[src/rtl/diag_flag_pkg.sv]
package diag_flag_pkg;

  typedef enum logic [1:0] {
    MODE_NORMAL  = 2'd0,
    MODE_LISTEN  = 2'd1,
    MODE_STANDBY = 2'd2,
    MODE_SLEEP   = 2'd3
  } opMode_t;

  typedef enum logic [2:0] {
    SHOW_WAKE  = 3'd0,
    SHOW_BUS   = 3'd1,
    SHOW_LOCAL = 3'd2,
    SHOW_PWON  = 3'd3,
    SHOW_HIGH  = 3'd4
  } showSel_t;

  typedef struct packed {
    logic     clrWake;
    logic     clrBus;
    logic     clrLocal;
    logic     updateOut;
    showSel_t sel;
  } ctlStrobes_t;

endpackage

[src/rtl/diag_flag_ctrl.sv]
module diag_flag_ctrl
  import diag_flag_pkg::*;
#(
  parameter int MIN_DOM_CYC = 800,
  parameter int SETTLE_CYC  = 1600,
  parameter int EDGE_LIMIT  = 4
) (
  input  logic        clk,
  input  logic        rstN,
  input  logic [1:0]  mode,
  input  logic        txd,
  input  logic        rxd,
  input  logic        localFailActive,
  input  logic        pwonFlag,
  output ctlStrobes_t ctl
);

  localparam int DOM_W  = $clog2(MIN_DOM_CYC + 1);
  localparam int SET_W  = $clog2(SETTLE_CYC + 1);
  localparam int EDGE_W = $clog2(EDGE_LIMIT + 1);
  localparam logic [DOM_W-1:0]  DOM_MAX  = DOM_W'(MIN_DOM_CYC);
  localparam logic [SET_W-1:0]  SET_LOAD = SET_W'(SETTLE_CYC);
  localparam logic [EDGE_W-1:0] EDGE_MAX = EDGE_W'(EDGE_LIMIT);

  opMode_t curMode;
  opMode_t modePrev;
  logic listenFromNormal;
  logic txdPrev;
  logic pwonPrev;
  logic [DOM_W-1:0]  domCnt;
  logic [SET_W-1:0]  settleCnt;
  logic [EDGE_W-1:0] edgeCnt;

  logic modeChange, enterNormal, leaveNormal, qualEdge, pwonRise;

  always_comb begin
    curMode     = opMode_t'(mode);
    modeChange  = (curMode != modePrev);
    enterNormal = (curMode == MODE_NORMAL) && (modePrev != MODE_NORMAL);
    leaveNormal = (curMode != MODE_NORMAL) && (modePrev == MODE_NORMAL);
    pwonRise    = pwonFlag && !pwonPrev;
    qualEdge    = !txdPrev && txd && (domCnt >= DOM_MAX) &&
                  (curMode == MODE_NORMAL) && !modeChange;
  end

  // mode history and settling timer
  always_ff @(posedge clk or negedge rstN) begin
    if (!rstN) begin
      modePrev         <= MODE_STANDBY;
      listenFromNormal <= 1'b0;
      settleCnt        <= '0;
      pwonPrev         <= 1'b0;
    end else begin
      modePrev <= curMode;
      pwonPrev <= pwonFlag;
      if (modeChange && curMode == MODE_LISTEN)
        listenFromNormal <= (modePrev == MODE_NORMAL);
      if (modeChange)
        settleCnt <= SET_LOAD;
      else if (settleCnt != '0)
        settleCnt <= settleCnt - 1'b1;
    end
  end

  // dominant-phase length and qualified edge counter
  always_ff @(posedge clk or negedge rstN) begin
    if (!rstN) begin
      txdPrev <= 1'b1;
      domCnt  <= '0;
      edgeCnt <= '0;
    end else begin
      txdPrev <= txd;
      if (txd)
        domCnt <= '0;
      else if (domCnt < DOM_MAX)
        domCnt <= domCnt + 1'b1;
      if (enterNormal)
        edgeCnt <= '0;
      else if (qualEdge && edgeCnt < EDGE_MAX)
        edgeCnt <= edgeCnt + 1'b1;
    end
  end

  // strobes to the datapath
  always_comb begin
    ctl.clrWake   = leaveNormal;
    ctl.clrBus    = enterNormal || pwonRise;
    ctl.clrLocal  = enterNormal || pwonRise ||
                    (!rxd && txd && !localFailActive);
    ctl.updateOut = !modeChange && (settleCnt == '0);
    case (curMode)
      MODE_NORMAL: ctl.sel = (edgeCnt >= EDGE_MAX) ? SHOW_BUS : SHOW_WAKE;
      MODE_LISTEN: ctl.sel = listenFromNormal ? SHOW_LOCAL : SHOW_PWON;
      default:     ctl.sel = SHOW_HIGH;
    endcase
  end


  edge_sat_chk: assert property (@(posedge clk) disable iff (!rstN)
    edgeCnt <= EDGE_MAX);


  edge_restart_chk: assert property (@(posedge clk) disable iff (!rstN)
    enterNormal |=> (edgeCnt == '0));


  settle_load_chk: assert property (@(posedge clk) disable iff (!rstN)
    modeChange |=> (settleCnt == SET_LOAD));

endmodule

[src/rtl/diag_flag_datapath.sv]
module diag_flag_datapath
  import diag_flag_pkg::*;
(
  input  logic        clk,
  input  logic        rstN,
  input  ctlStrobes_t ctl,
  input  logic        setWakeSrc,
  input  logic        setBusFail,
  input  logic        setLocalFail,
  input  logic        pwonFlag,
  output logic        errN
);

  logic wakeSrc, busFail, localFail;
  logic shownLevel;

  always_ff @(posedge clk or negedge rstN) begin
    if (!rstN) begin
      wakeSrc   <= 1'b0;
      busFail   <= 1'b0;
      localFail <= 1'b0;
    end else begin
      if (ctl.clrWake)       wakeSrc   <= 1'b0;
      else if (setWakeSrc)   wakeSrc   <= 1'b1;
      if (ctl.clrBus)        busFail   <= 1'b0;
      else if (setBusFail)   busFail   <= 1'b1;
      if (ctl.clrLocal)      localFail <= 1'b0;
      else if (setLocalFail) localFail <= 1'b1;
    end
  end

  always_comb begin
    case (ctl.sel)
      SHOW_WAKE:  shownLevel = ~wakeSrc;
      SHOW_BUS:   shownLevel = ~busFail;
      SHOW_LOCAL: shownLevel = ~localFail;
      SHOW_PWON:  shownLevel = ~pwonFlag;
      default:    shownLevel = 1'b1;
    endcase
  end

  always_ff @(posedge clk or negedge rstN) begin
    if (!rstN)              errN <= 1'b1;
    else if (ctl.updateOut) errN <= shownLevel;
  end


  quiet_mode_high_chk: assert property (@(posedge clk) disable iff (!rstN)
    (ctl.updateOut && ctl.sel == SHOW_HIGH) |=> errN);


  wake_clear_chk: assert property (@(posedge clk) disable iff (!rstN)
    ctl.clrWake |=> !wakeSrc);


  bus_clear_chk: assert property (@(posedge clk) disable iff (!rstN)
    ctl.clrBus |=> !busFail);


  local_clear_chk: assert property (@(posedge clk) disable iff (!rstN)
    ctl.clrLocal |=> !localFail);


  settle_hold_chk: assert property (@(posedge clk) disable iff (!rstN)
    !ctl.updateOut |=> $stable(errN));

endmodule

[src/rtl/diag_flag_mux.sv]
module diag_flag_mux
  import diag_flag_pkg::*;
#(
  parameter int MIN_DOM_CYC = 800,
  parameter int SETTLE_CYC  = 1600
) (
  input  logic       clk,
  input  logic       rstN,
  input  logic [1:0] mode,
  input  logic       txd,
  input  logic       rxd,
  input  logic       setWakeSrc,
  input  logic       setBusFail,
  input  logic       setLocalFail,
  input  logic       localFailActive,
  input  logic       pwonFlag,
  output logic       errN
);

  ctlStrobes_t ctl;

  diag_flag_ctrl #(
    .MIN_DOM_CYC(MIN_DOM_CYC),
    .SETTLE_CYC (SETTLE_CYC),
    .EDGE_LIMIT (4)
  ) uCtrl (
    .clk            (clk),
    .rstN           (rstN),
    .mode           (mode),
    .txd            (txd),
    .rxd            (rxd),
    .localFailActive(localFailActive),
    .pwonFlag       (pwonFlag),
    .ctl            (ctl)
  );

  diag_flag_datapath uData (
    .clk         (clk),
    .rstN        (rstN),
    .ctl         (ctl),
    .setWakeSrc  (setWakeSrc),
    .setBusFail  (setBusFail),
    .setLocalFail(setLocalFail),
    .pwonFlag    (pwonFlag),
    .errN        (errN)
  );

endmodule

[config.mk]
export PLATFORM = sky130hd
export DESIGN_NAME = diag_flag_mux
export DESIGN_NICKNAME = d
export VERILOG_FILES = /design/src/rtl/diag_flag_pkg.sv /design/src/rtl/diag_flag_ctrl.sv /design/src/rtl/diag_flag_datapath.sv /design/src/rtl/diag_flag_mux.sv
export SDC_FILE = /design/constraint.sdc
export NUM_CORES = 1
export LEC_CHECK = 0
export BUFFER_PORTS_ARGS = -buffer_cell sky130_fd_sc_hd__buf_4
export CORE_UTILIZATION = 60
export CTS_BUF_LIST = sky130_fd_sc_hd__clkbuf_4 sky130_fd_sc_hd__clkbuf_8
export CTS_CLUSTER_SIZE = 8
export DETAILED_ROUTE_END_ITERATION = 8
export GPL_TIMING_DRIVEN = 0
export PLACE_DENSITY = 0.84
export SLEW_MARGIN = 10
export SYNTH_ARGS = -nofsm -noshare
export SYNTH_HDL_FRONTEND = slang
export SYNTH_HIERARCHICAL = 1
export SYNTH_SLANG_ARGS = --single-unit
[constraint.sdc]
create_clock -name clk -period 5 [get_ports clk]
set_input_delay 0.5 -clock clk [delete_from_list [all_inputs] [get_ports clk]]
set_output_delay 0.5 -clock clk [all_outputs]
set_load 0.005 [all_outputs]
Word level (Yosys, flattened, before mapping)

Cells that the tools add are included.

Flip-flop bits (word level): 33
Input port bits: 11
Output and inout port bits: 1
Word-level logic and storage cells: 75

$add $sub $neg: 3
Magnitude comparators: 4
Equality and inequality tests: 5
Muxes and demuxes: 16
Bitwise logic cells: 4
Reduce and logical (&&, ||, !) cells: 32

Operators by type and width:

| cell                    | count |
|---|---|
| $mux W11                | 2 |
| $mux W10                | 2 |
| $reduce_bool A2 Y1      | 8 |
| $logic_and A1 B1 Y1     | 12 |
| $logic_not A11 Y1       | 1 |
| $reduce_bool A11 Y1     | 1 |
| $sub A11 B1 Y11 const B | 1 |
| $add A10 B1 Y10 const B | 1 |
| $ge A10 B10 Y1 const B  | 1 |
| $lt A10 B10 Y1 const B  | 1 |
| $mux W1                 | 8 |
| $eq A3 B2 Y1 const B    | 2 |
| $mux W3                 | 2 |
| $pmux W3 S2             | 1 |
| $logic_not A1 Y1        | 5 |
| $logic_not A2 Y1        | 2 |
| $not A1 Y1              | 4 |
| $pmux W1 S4             | 1 |
| $add A3 B1 Y3 const B   | 1 |
| $eq A3 B1 Y1 const B    | 1 |
| $ge A3 B3 Y1 const B    | 1 |
| $logic_not A3 Y1        | 1 |
| $lt A3 B3 Y1 const B    | 1 |
| $eq A2 B1 Y1 const B    | 1 |
| 2 further kinds         | 3 |

Depth between registers and ports, before layout

Word-level depth: 8
Gate-level depth with buffers: 7
Depth with buffers taken out: 7

Hierarchy

Netlist, hierarchy kept.

By module, submodules not included:

| module             | times used | cells an instance | area an instance (sq um) |
|---|---|---|---|
| diag_flag_ctrl     | 1          | 153               | 1,559.0 |
| diag_flag_datapath | 1          | 14                | 160.2 |

Least setup slack after synthesis

OpenSTA, ideal clock, no wires.

Kind: register -> register
Start point: register uCtrl.settleCnt[0]
End point: register uCtrl.settleCnt[8]
Library setup time: 0.130 ns
Arrival: 1.630 ns
Slack: 3.239 ns
Stages on the path, launching flop included: 7
Buffers on the path: 0
Period minus slack after synthesis: 1.761 ns
Cell sequence: dfrtp_1 > inv_1 > ha_1 > or3b_1 > or4_1 > mux2i_1 > nor2_1

Word-level cells in the longest chain between the ends: 3
Elaborated cells between the ends (all ways): 5

RTL lines:

| what                   | line                 | source |
|---|---|---|
| from (decl)            | diag_flag_ctrl.sv:31 | `logic [SET_W-1:0] settleCnt;` |
| from (signal assigned) | diag_flag_ctrl.sv:61 | `settleCnt <= settleCnt - 1'b1;` |
| $sub A11 B1 Y11        | diag_flag_ctrl.sv:61 |  |
| $mux W11               | diag_flag_ctrl.sv:60 | `else if (settleCnt != '0)` |
| $mux W11               | diag_flag_ctrl.sv:58 | `if (modeChange)` |

Several ways; a longest one is shown, not always the timed one. The select of a mux whose other input is x is not followed.
A chain may end at the register's enable or synchronous reset.

Worst setup path in the final report

Same ends and word-level chain as after synthesis.

==> results.json <==
{
  "startpoint_type": "flop",
  "rsz0062_at_grt": "no",
  "drc": 0,
  "r2r_start": "uCtrl/settleCnt[0]",
  "initial_core_util_pct": 62.88,
  "dp.final_hpwl_mm": 2.174,
  "clk_path_buf_depth": 2,
  "synthArstFlopShare_pct": 100.0,
  "num_rows": 19,
  "worst_pin_slew_ns": 0.5118,
  "synth_commonest_cells": "nor2_1, dfrtp_1, inv_1, a21oi_1, xnor2_1",
  "synth.avg_cell_area_sq_um": 10.29,
  "ys_seq_area_share_pct": 48.25,
  "hold_buffers": 0,
  "synthXorXnorAreaFrac_pct": 6.623,
  "worstHoldPathType": "in -> async",
  "synth-edff-count": 0,
  "maxSlewViolCount": 0,
  "power_leakage_nw": 0.8449,
  "netlist_area_sq_mm": 0.001719,
  "clock-root-buffer": "clkbuf_4",
  "drv_cap": 0,
  "cts_tree": "yes",
  "worstPathRequired_ns": 5.21,
  "cp.arrival_ns": 2.12,
  "yosys.area_share.simple_pct": 25.33,
  "grt_max_degree": 34,
  "grt_pass1_wl_mm": 5.485,
  "nets": 201,
  "hold_viol": 0,
  "synthAdderAreaFrac_pct": 3.639,
  "clock.fmax_mhz": 524.9,
  "synth_compound_area_share_pct": 8.588,
  "gp_congestion": 0.7949,
  "core_area_sq_mm": 0.002734,
  "cts_sinks": 33,
  "routed_wl_mm": 3.088,
  "final_layout_size_suffix_gt1_share_pct": 18.82,
  "max_slew_margin_pct": 65.61,
  "cp-startpoint": "uCtrl/settleCnt[0]",
  "die_x_um": 55.53,
  "ir_drop_uv": 255.4,
  "power.density_mw_per_mm2": 290.1,
  "synth_area_leaders": "dfrtp_1, nor2_1, dfstp_2",
  "port-buffer-count": 11,
  "period_needed_ns": 1.905,
  "fin_ws_ns": 3.095,
  "synth_top_family_by_area": "simple AND/OR/NAND/NOR gates",
  "cts_setup_buffers": 0,
  "worstSetupPathType": "reg -> reg",
  "endpoint_kind": "flop",
  "area_growth_pct": 10.26,
  "placed_cell_area_sq_mm": 0.001841,
  "grt.total_usage_pct": 23.49,
  "ys.flop_type": "dfrtp_1",
  "pre_cts_ws_ns": 3.128,
  "crit_path_max_fanout": 5,
  "antenna_found_initial": 0,
  "avgViaCountPerCell": 5.737,
  "num_io_pins": 12,
  "fin_area_sq_mm": 0.001896,
  "die-area_sq_mm": 0.003084,
  "ctsResizeCount": 0,
  "finalCritPeriodShare_pct": 38.10,
  "drtIter0Drc": 28,
  "first_pass_iters": 4,
  "path_clk_slew_ns": 0.11,
  "cts_made_buffers": 5,
  "status": "finished, final reports clean",
  "synthMuxAreaShare_pct": 3.639,
  "h-tree-depth": 2,
  "yosys_warnings": 6,
  "ys_seq_elements": 33,
  "die_y_um": 55.53,
  "clk_latency_ns": 0.34,
  "grt_pass1_vias": 1261,
  "fin_skew_ns": 0.01189,
  "syn-num-nets": 183,
  "finalSetupViolCount": 0,
  "synth_top_cell_area_share_pct": 43.67,
  "wl_per_cell_um": 14.23,
  "dr_total_vias": 1245,
  "postSynthCellCount": 167,
  "synth_area_leader_cell": "dfrtp_1",
  "ant_nets": 0,
  "ys_types": 40,
  "diodes": 0,
  "tns_ns": 0,
  "synth_most_common_cell": "nor2_1",
  "grt_overflow": 0
}
==> logic make-up (layout without fill, tap and decap cells) <==
family | count (synthesis) | count (layout)
AND/OR/NAND/NOR | 75 | 75
flip-flops | 33 | 33
AO/OA/AOI/OAI | 21 | 21
buffers and inverters | 15 | 34
XOR/XNOR | 13 | 13
adder cells (fa/ha/maj) | 5 | 5
multiplexers | 5 | 5
==> flip-flops by register name, summed over array words and instances, names as in the netlist <==
register                flops
uCtrl/edgeCnt               3
uCtrl/pwonPrev              1
uCtrl/settleCnt            11
uCtrl/modePrev              2
uCtrl/txdPrev               1
uCtrl/listenFromNormal      1
uData/errN                  1
uData/busFail               1
uData/wakeSrc               1
uData/localFail             1
uCtrl/domCnt               10
==> cells in the final DEF (no fill, tap or decap), types with 3 or more instances in the layout <==
| master | count |
|---|---|
| nand2b_1 | 3 |
| nand2_1 | 6 |
| ha_1 | 5 |
| nor2_1 | 34 |
| buf_4 | 12 |
| nand4_1 | 4 |
| clkbuf_4 | 6 |
| nor3_1 | 4 |
| xnor2_1 | 8 |
| a21oi_1 | 8 |
| inv_1 | 10 |
| mux2i_1 | 4 |
| nor3b_1 | 4 |
| clkbuf_1 | 3 |
| xor2_1 | 5 |
| dfstp_2 | 3 |
| nand3_1 | 3 |
| dfrtp_1 | 30 |
==> cell type report <==
cell class                      count  area, sq um
Tap cell                           31        38.79
Clock inverter                      2        10.01
Multi-Input combinational cell    119        822.0
Fill cell                         215        838.3
Sequential cell                    33        829.5
Buffer                              5        30.03
Inverter                           10        37.54
Clock buffer                        6        45.04
Timing Repair Buffer               11        82.58
==> critical path, cell delays in order, from the launching register on <==
cell and delay [ns]:
dfrtp_1 0.43, inv_1 0.10, ha_1 0.18, or3b_1 0.42, or4_1 0.44, mux2i_1 0.16, nor2_1 0.05
==> per-stage QoR <==
stage          utilization [%]  cells  hold slack, ns  total power, mW
4_1_cts                  69.34    217         0.08664           0.5561
5_1_grt                  69.34    217          0.1086           0.5804
2_1_floorplan                -    167          0.2044           0.3753
6_report                 69.34    217         0.08384           0.5499
3_5_place_dp             67.32    209          0.4663           0.4059
3_3_place_gp             67.32    209          0.4617           0.4002
==> where the power goes <==
part / switching (mW) / internal (mW)
logic: 0.0488 / 0.0484
clock network: 0.0895 / 0.0589
registers: 0.0201 / 0.284
==> per-layer routing <==
metal | up-vias | part of all wire [%] | GRT usage (%)
met5 | - | 0 | 0
li1 | 607 | - | -
met2 | 19 | 52 | 38.21
met4 | 0 | 2.1 | 12.86
met3 | 7 | 2.8 | 4.918
met1 | 612 | 43 | 29.32
==> worst paths after layout <==
kind / endpoint / slack, ns / cells after the start
setup / recovery: uCtrl/settleCnt[8] / 3.09 / 6
hold / removal: uCtrl/settleCnt[9] / 0.08 / 1
setup reg to reg: uCtrl/settleCnt[8] / 3.09 / 6
hold reg to reg: uData/errN / 0.52 / 2
max in group asynchronous: uCtrl/txdPrev / 4.59 / 1
min in group clk: uCtrl/txdPrev / 0.29 / 1
(Power assumes the default switching activity.)
